<file path="config.mk">
export PLATFORM = sky130hd
export DESIGN_NAME = fetch_squash_unit
export DESIGN_NICKNAME = d
export VERILOG_FILES = /design/src/rtl/fetch_pkg.sv /design/src/rtl/fetch_policy.sv /design/src/rtl/fetch_next_pc.sv /design/src/rtl/fetch_out.sv /design/src/rtl/fetch_squash_unit.sv
export SDC_FILE = /design/constraint.sdc
export NUM_CORES = 1
export LEC_CHECK = 0
export ABC_CLOCK_PERIOD_IN_PS = 2800
export CAP_MARGIN = 20
export CORE_ASPECT_RATIO = 1.5
export CORE_UTILIZATION = 44
export DETAILED_ROUTE_END_ITERATION = 8
export PLACE_DENSITY_LB_ADDON = 0.08
export SLEW_MARGIN = 10
export SYNTH_ARGS = -nofsm -noshare
export SYNTH_HDL_FRONTEND = slang
export SYNTH_SLANG_ARGS = --single-unit
export TNS_END_PERCENT = 10
</file>
<file path="constraint.sdc">
create_clock -name clk -period 2.8 [get_ports clk]
set_input_delay 0.28 -clock clk [delete_from_list [all_inputs] [get_ports clk]]
set_output_delay 0.28 -clock clk [all_outputs]
set_load 0.03 [all_outputs]
</file>
<file path="src/rtl/fetch_pkg.sv">
package fetch_pkg;

  // Policy applied to the word that follows a resolved branch
  typedef enum logic {
    POL_FALLTHRU = 1'b0,  // keep slot word when the branch is not taken
    POL_LIKELY   = 1'b1   // keep slot word when the branch is taken
  } policy_e;

endpackage

</file>
<file path="src/rtl/fetch_policy.sv">
module fetch_policy
  import fetch_pkg::*;
(
  input  logic    accept_i,
  input  logic    taken_i,
  input  policy_e mode_i,
  output logic    squash_o,
  output logic    redirect_o
);

  // The slot word is discarded when the outcome disagrees with the policy's guess
  always_comb begin
    squash_o   = 1'b0;
    redirect_o = accept_i & taken_i;
    if (accept_i) begin
      unique case (mode_i)
        POL_FALLTHRU: squash_o = taken_i;
        POL_LIKELY:   squash_o = ~taken_i;
        default:      squash_o = 1'b0;
      endcase
    end
  end

endmodule

</file>
<file path="src/rtl/fetch_next_pc.sv">
module fetch_next_pc #(
  parameter int unsigned ADDR_W    = 32,
  parameter int unsigned STEP      = 4,
  parameter logic [ADDR_W-1:0] RESET_VEC = '0
) (
  input  logic              rst,
  input  logic              exc_i,
  input  logic [ADDR_W-1:0] exc_vec_i,
  input  logic              stall_i,
  input  logic              boot_i,
  input  logic              redir_i,
  input  logic [ADDR_W-1:0] tgt_i,
  input  logic [ADDR_W-1:0] pc_i,
  output logic [ADDR_W-1:0] pc_next_o
);

  localparam logic [ADDR_W-1:0] INC = ADDR_W'(STEP);

  // Priority: reset, exception, stall/boot hold, pending branch, sequential
  always_comb begin
    if (rst)                   pc_next_o = RESET_VEC;
    else if (exc_i)            pc_next_o = exc_vec_i;
    else if (stall_i || boot_i) pc_next_o = pc_i;
    else if (redir_i)          pc_next_o = tgt_i;
    else                       pc_next_o = pc_i + INC;
  end

endmodule

</file>
<file path="src/rtl/fetch_out.sv">
module fetch_out #(
  parameter int unsigned INSTR_W = 32,
  parameter logic [INSTR_W-1:0] NOP_WORD = '0
) (
  input  logic               live_i,
  input  logic [INSTR_W-1:0] word_i,
  output logic [INSTR_W-1:0] instr_o
);

  // Memory output is already registered; only a select follows it
  assign instr_o = live_i ? word_i : NOP_WORD;

endmodule

</file>
<file path="src/rtl/fetch_squash_unit.sv">
module fetch_squash_unit
  import fetch_pkg::*;
#(
  parameter int unsigned ADDR_W    = 32,
  parameter int unsigned INSTR_W   = 32,
  parameter logic [ADDR_W-1:0]  RESET_VEC = 32'h0000_1000,
  parameter logic [INSTR_W-1:0] NOP_WORD  = 32'h0000_0013
) (
  input  logic               clk,
  input  logic               rst,
  input  logic               stall_i,
  input  logic               likely_mode_i,
  input  logic               br_valid_i,
  input  logic               br_taken_i,
  input  logic [ADDR_W-1:0]  br_target_i,
  input  logic               exc_valid_i,
  input  logic [ADDR_W-1:0]  exc_vector_i,
  output logic [ADDR_W-1:0]  imem_addr_o,
  input  logic [INSTR_W-1:0] imem_rdata_i,
  output logic [INSTR_W-1:0] fetch_instr_o,
  output logic [ADDR_W-1:0]  fetch_pc_o,
  output logic               fetch_valid_o
);

  localparam int unsigned STEP = INSTR_W / 8;

  logic [ADDR_W-1:0] pc_q;
  logic [ADDR_W-1:0] tgt_q;
  logic [ADDR_W-1:0] pc_next;
  logic              valid_q;
  logic              redir_q;
  logic              boot_q;
  logic              accept;
  logic              squash;
  logic              redirect;
  policy_e           mode;

  assign mode   = policy_e'(likely_mode_i);
  assign accept = br_valid_i & valid_q & ~redir_q & ~stall_i & ~exc_valid_i;

  fetch_policy u_policy (
    .accept_i   (accept),
    .taken_i    (br_taken_i),
    .mode_i     (mode),
    .squash_o   (squash),
    .redirect_o (redirect)
  );

  fetch_next_pc #(
    .ADDR_W    (ADDR_W),
    .STEP      (STEP),
    .RESET_VEC (RESET_VEC)
  ) u_next (
    .rst       (rst),
    .exc_i     (exc_valid_i),
    .exc_vec_i (exc_vector_i),
    .stall_i   (stall_i),
    .boot_i    (boot_q),
    .redir_i   (redir_q),
    .tgt_i     (tgt_q),
    .pc_i      (pc_q),
    .pc_next_o (pc_next)
  );

  assign imem_addr_o = pc_next;

  always_ff @(posedge clk) begin
    if (rst) begin
      pc_q    <= RESET_VEC;
      tgt_q   <= RESET_VEC;
      valid_q <= 1'b0;
      redir_q <= 1'b0;
      boot_q  <= 1'b1;
    end else if (exc_valid_i) begin
      pc_q    <= pc_next;
      valid_q <= 1'b1;
      redir_q <= 1'b0;
      boot_q  <= 1'b0;
    end else if (!stall_i) begin
      pc_q    <= pc_next;
      boot_q  <= 1'b0;
      if (redir_q) begin
        valid_q <= 1'b1;
        redir_q <= 1'b0;
      end else begin
        valid_q <= ~squash;
        redir_q <= redirect;
        if (redirect) tgt_q <= br_target_i;
      end
    end
  end

  fetch_out #(
    .INSTR_W  (INSTR_W),
    .NOP_WORD (NOP_WORD)
  ) u_out (
    .live_i  (valid_q),
    .word_i  (imem_rdata_i),
    .instr_o (fetch_instr_o)
  );

  assign fetch_pc_o    = pc_q;
  assign fetch_valid_o = valid_q;


  seq_step_chk: assert property (@(posedge clk) disable iff (rst)
    (!stall_i && !exc_valid_i && !redir_q && !boot_q) |=> (pc_q == $past(pc_q) + ADDR_W'(STEP)));


  fallthru_taken_chk: assert property (@(posedge clk) disable iff (rst)
    (accept && br_taken_i && !likely_mode_i) |=> (!fetch_valid_o && redir_q));


  target_follow_chk: assert property (@(posedge clk) disable iff (rst)
    (redir_q && !stall_i && !exc_valid_i) |=> (fetch_pc_o == $past(tgt_q) && fetch_valid_o));


  likely_not_taken_chk: assert property (@(posedge clk) disable iff (rst)
    (accept && !br_taken_i && likely_mode_i) |=> (!fetch_valid_o && !redir_q));


  stall_hold_chk: assert property (@(posedge clk) disable iff (rst)
    (stall_i && !exc_valid_i) |=> ($stable(fetch_pc_o) && $stable(fetch_valid_o) && $stable(redir_q)));


  exc_redirect_chk: assert property (@(posedge clk) disable iff (rst)
    exc_valid_i |=> (fetch_pc_o == $past(exc_vector_i) && fetch_valid_o && !redir_q));


  branch_ignore_chk: assert property (@(posedge clk) disable iff (rst)
    (!valid_q && !redir_q && !exc_valid_i) |=> !redir_q);

endmodule

</file>
Yosys cells after proc, flatten, opt, wreduce, memory -nomap -nowiden
Index checks and enable logic that the tools add are counted.

word-level totals
  flip-flop bits (word level) = 67
  output and inout port bits = 97
  word-level logic and storage cells = 36

cells by class
  $add $sub $neg = 1
  equality and inequality tests = 1
  multiplexer cells = 15
  bitwise logic cells = 11
  reductions and logical operators = 3

operator list
  operator               count
  $mux 32                7
  $add 32x3->32 const B  1
  $mux 1                 7
  $not 1->1              6
  $and 1x1->1            5
  $reduce_and 4->1       1
  $ne 2x1->1 const B     1
  $pmux 1 s2             1
  $reduce_or 2->1        1
  $logic_or 1x1->1       1

Longest topological paths before layout
  depth in word-level cells = 9
  mapped depth = 7

By module
Synthesis repeated with hierarchy kept, for this count alone.

unflattened totals
  cell total of the unflattened synthesis = 635
  area, all modules = 4,384.2 um^2

modules (own cells, without submodules)
  module             times used  cells an instance  area an instance (um^2)
  fetch_squash_unit  1           295                2,366.0
  fetch_next_pc      1           302                1,780.5
  fetch_out          1           35                 215.2
  fetch_policy       1           3                  22.5

Least setup slack after synthesis
OpenSTA, ideal clock, no wires.

  path kind = reg2out
  start = reg pc_q[2], in the netlist fetch_pc_o[2]
  end = out imem_addr_o[26]
  arrival time = 2.435 ns
  data required time = 2.520 ns
  path slack = 0.085 ns
  stages on the path, launching flop included = 7
  path buffers = 0
  cells stage by stage = dfxtp_1 ha_1 and4_2 nand4_2 nor2_1 nand4_1 a221oi_1

on the way
  longest elaborated chain between the ends = 5

RTL lines
  element                   line                     RTL
  start: declaration        fetch_squash_unit.sv:27  logic [ADDR_W-1:0] pc_q;
  start signal: assignment  fetch_squash_unit.sv:75  pc_q <= pc_next;
  start signal: assignment  fetch_squash_unit.sv:80  pc_q <= pc_next;
  $add 32x3->32             fetch_next_pc.sv:25      else pc_next_o = pc_i + INC;
  $mux 32                   fetch_next_pc.sv:24      else if (redir_i) pc_next_o = tgt_i;
  $mux 32                   fetch_next_pc.sv:23      else if (stall_i || boot_i) pc_next_o = pc_i;
  $mux 32                   fetch_next_pc.sv:22      else if (exc_i) pc_next_o = exc_vec_i;
  $mux 32                   fetch_next_pc.sv:21      if (rst) pc_next_o = RESET_VEC;
  end: declaration          fetch_squash_unit.sv:18  output logic [ADDR_W-1:0] imem_addr_o,

Every way passes these cells.

Final worst setup path
  start = reg pc_q[10], in the netlist fetch_pc_o[10]
  end = out imem_addr_o[31]

Same word-level chain as after synthesis.

==> out/metrics.sh <==
CP_DATA_ARRIVAL_TIME_NS=2.43
TIMING.CLOCK.SKEW_NS=0.00313
END_POINT_OF_THE_MOST_CRITICAL_HOLD_PATH='fetch_pc_o[20]'
TRITONCTS='built'
DIEHEIGHT_UM=119
OUTCOME='complete, no violations'
TIMING_WORST_SLEW_PIN_VALUE_NS=0.485
POWER_LEAKAGE_nW=2.31
CP_DATA_REQUIRED_TIME_NS=2.52
SYN_AREA_SQ_UM=4040
FMAX_GHz=0.369
DIE_AREA_SQ_UM=9570
LENGTH_OF_THE_FIRST_DETAILED_ROUTING_PASS_IN_ITERATIONS=5
CRITICAL_PATH.REG2REG.STARTPOINT='redir_q'
CLK-INSERTION-DELAY-LATE_NS=0.33
DRIVE_ABOVE_1_SHARE_PCT=12.5
FP.COREAREA_SQ_UM=8880
AVERAGE_SIZE_OF_A_MAPPED_CELL_SQ_UM=7.33
NUMBER_OF_ENDPOINTS_WITH_NEGATIVE_HOLD_SLACK_IN_THE_FINAL_REPORT=0
DRT.ANTENNA.VIOLATING_NETS=0
SYNTH.LIB_CELLS_USED.DISTINCT=54
SLEW-LIMIT-HEADROOM_PCT=67.3
SYNTH.LARGEST_AREA_CELL='sky130_fd_sc_hd__dfxtp_1'
COUNT_OF_NETS_AFTER_FINISHING=841
LAYOUT_WORST_PATH_CYCLE_SHARE_PCT=96.7
R2R_END='redir_q'
YOSYSWARNINGS=0
NUM_VIAS=5107
VIASPERCELL=5.99
PORTION_OF_THE_POST_SYNTHESIS_AREA_USED_BY_SEQUENTIAL_ELEMENTS_PCT=33.2
TIMING.CRITICAL_PATH.FANOUT_MAX=8
CRITPATHCAPTURETYPE='output pin'
POST_SYNTH_FA_HA_MAJ_AREA_FRACTION_PCT=0.310
CTS_MADE_BUFFERS=9
WORSTSETUPPATHTYPE='flip-flop to output pin'
TOTALWIRELENGTH_UM=15300
ROUTABILITYCONGESTION=0.944
R2R_SLACK_NS=0.56
REG2REGPATHDEPTH=6
COMMONEST_CELLS_IN_THE_NETLIST='sky130_fd_sc_hd__nand2_1 (98), sky130_fd_sc_hd__a21oi_1 (69), sky130_fd_sc_hd__dfxtp_1 (67)'
TRACK_USAGE_PCT=32.0
WIRE_PER_INST_UM=17.9
FINALPOWER_mW=3.02
NUM_IO_PINS=200
SYNTH_XOR_AREA_SHARE_PCT=0.434
P_PER_AREA_nW_PER_UM2=465
YOSYSMOSTFREQUENTCELL='sky130_fd_sc_hd__nand2_1'
MAXIMUM_NUMBER_OF_PINS_ON_ONE_NET_BEFORE_GLOBAL_ROUTE_REPAIR=43
FLOORPLAN.DIE.WIDTH_UM=80.2
INITIAL_CORE_UTIL_PCT=45.5
SYNTHESIS.NETS=655
CTS-ROOT-TO-SINK-BUFFERS=2
NUMBER_OF_GLOBAL_ROUTE_VIAS_BEFORE_REPAIR=4676
SYNTH_COMPOUND_AREA_SHARE_PCT=26.4
ROWS=42
SYNTH_SIMPLE_GATE_AREA_SHARE_PCT=31.2
TIMING.FINAL.CRIT_PERIOD_NS=2.71
SYNTH_TO_FINAL_AREA_CHANGE_PCT=60.9
PLACE_HPWL_UM=11400
HOLDBUFCOUNTCTS=0
VDD_IR_DROP_MAX_mV=0.396
ASYNC_RESET_FF_SHARE_PCT=0
YOSYS-TOP-CELLS-AREA='sky130_fd_sc_hd__dfxtp_1 (33%), sky130_fd_sc_hd__nand2_1 (9.1%), sky130_fd_sc_hd__a21oi_1 (8.6%)'
FINALSETUPTNS_NS=0
CTS_HTREE_LEVELS=3
SYNTH_TOP_FAMILY_BY_AREA='simple AND/OR/NAND/NOR gates'
TYPE_OF_THE_WORST_MIN_DELAY_PATH='primary input to flip-flop'
SYNTH_TOP_AREA_SHARE_PCT=33.2
POSTSYNTHCELLCOUNT=551
WORST_SETUP_PATH_START_KIND='flip-flop'
MIN_PATH_CELLS=2
GRT_OVERFLOW=0
WORSTHOLDSTART='rst'
GRT_PASS1_WL_UM=23400
FIRST_ITERATION_DETAILED_ROUTING_DRC_COUNT=509
CLOCK_SINK_COUNT=67
CTS.ROOT.BUFFER_CELL='sky130_fd_sc_hd__clkbuf_16'
DETAIL_ROUTE.DRC_VIOLATIONS=0
MUXSHAREOFSYNTHAREA_PCT=2.79
SYNTH_ENABLE_FLOP_CELLS=0
SYNTH_FLOP_CELL='sky130_fd_sc_hd__dfxtp_1'
GRT_ANTENNA_BEFORE_REPAIR=0
MAXSLEWVIOLCOUNT=0
SETUP_VIOLATIONS=0
PORT-BUFFER-COUNT=199
WORST_SETUP_HOLD_PATH_CLK_SLEW_NS=0.06
UTILIZATION_PCT=73.2
ANTENNA_CELLS=0
MAX-CAP-VIOLATIONS=0
YS_SEQ_ELEMENTS=67
## stage by stage
stage	hold slack [ns]	std cells	instance area, sq um	setup slack (ns)
2_1_floorplan	0.402	551	4040	0.0847
3_3_place_gp	0.441	834	6120	0.254
3_5_place_dp	0.445	834	6120	0.225
4_1_cts	0.393	850	6450	0.00351
5_1_grt	0.412	852	6500	-0.00811
6_report	0.406	852	6500	0.0916
## layout by cell type, fill, tap and decap left out, types with 3 or more instances in the layout
master                            count
sky130_fd_sc_hd__a211oi_1             8
sky130_fd_sc_hd__mux2i_1              9
sky130_fd_sc_hd__and3_1               8
sky130_fd_sc_hd__o211ai_1            13
sky130_fd_sc_hd__a31o_2               4
sky130_fd_sc_hd__nand3b_1             7
sky130_fd_sc_hd__nand3_1             20
sky130_fd_sc_hd__nor2_1              30
sky130_fd_sc_hd__o31a_1               5
sky130_fd_sc_hd__a22o_1               3
sky130_fd_sc_hd__buf_4               42
sky130_fd_sc_hd__nand2_1             98
sky130_fd_sc_hd__a32oi_1              3
sky130_fd_sc_hd__a31oi_1              6
sky130_fd_sc_hd__clkbuf_16            9
sky130_fd_sc_hd__nand2b_1             3
sky130_fd_sc_hd__o22ai_1             12
sky130_fd_sc_hd__dfxtp_1             65
sky130_fd_sc_hd__nand4_1             10
sky130_fd_sc_hd__o21ai_0             19
sky130_fd_sc_hd__nor3_1              12
sky130_fd_sc_hd__nor4_1              10
sky130_fd_sc_hd__clkbuf_8             3
sky130_fd_sc_hd__o21bai_1             5
sky130_fd_sc_hd__inv_1                6
sky130_fd_sc_hd__buf_12               8
sky130_fd_sc_hd__clkdlybuf4s50_1    168
sky130_fd_sc_hd__and2_1              31
sky130_fd_sc_hd__a221oi_1             8
sky130_fd_sc_hd__a21oi_1             69
## worst max-delay path: stages (launching register included)
cell and delay, ns:
sky130_fd_sc_hd__dfxtp_1 0.48, sky130_fd_sc_hd__and4_1 0.40, sky130_fd_sc_hd__nand4_1 0.22, sky130_fd_sc_hd__nor4_1 0.37, sky130_fd_sc_hd__mux2i_1 0.27, sky130_fd_sc_hd__o22ai_1 0.15
sky130_fd_sc_hd__buf_4 0.19
## registers in the layout (all words and copies together) (netlist names)
register and count:
boot_q 1, redir_q 1, tgt_q 32, fetch_valid_o 1, fetch_pc_o 32
## layout make-up
class	instances	area, sq um
multi-input combinational	433	2510
fill	727	2380
timing repair buffer	220	2170
sequential	67	1340
clock buffer	12	267
tap	110	138
clock inverter	4	47.5
inverter	6	22.5
## where the power goes
group	internal, mW	switching [mW]	leakage [nW]
Combinational	0.375	0.409	1.61
Sequential	0.994	0.0656	0.549
Clock	0.758	0.417	0.155
Total	2.13	0.892	2.31
## metal layers
metal | vias to the layer above | part of all wire, % | GRT usage [%]
li1 | 2388 | - | -
met1 | 2336 | 37 | 35.9
met2 | 329 | 51 | 56.8
met3 | 54 | 8.2 | 6.28
met4 | 0 | 4.2 | 14.3
met5 | - | 0 | 0
## what timing repair did
item | in CTS | in global routing
buffers inserted | 0 | 2
resized for setup | 2 | 8
endpoints found under the setup margin | 2 | 10
## worst max path at each step
| stage | to | cells after the start | slack, ns | startpoint |
|---|---|---|---|---|
| detailed placement | imem_addr_o[0] | 7 | 0.22 | stall_i |
| global placement | imem_addr_o[0] | 7 | 0.25 | stall_i |
| global route | imem_addr_o[30] | 7 | -0.008 | fetch_pc_o[3] |
| finish | imem_addr_o[31] | 6 | 0.09 | fetch_pc_o[10] |
| floorplan | imem_addr_o[26] | 6 | 0.08 | fetch_pc_o[2] |
| CTS | imem_addr_o[20] | 7 | 0.004 | fetch_pc_o[2] |
## logic make-up after synthesis
group	after synthesis
buffers and inverters	51
xor gates and xnor gates	2
AOI/OAI and AO/OA	168
muxes	11
adders and majority gates	1
and+or+nand+nor	251
DFF	67
(Power assumes the default switching activity.)
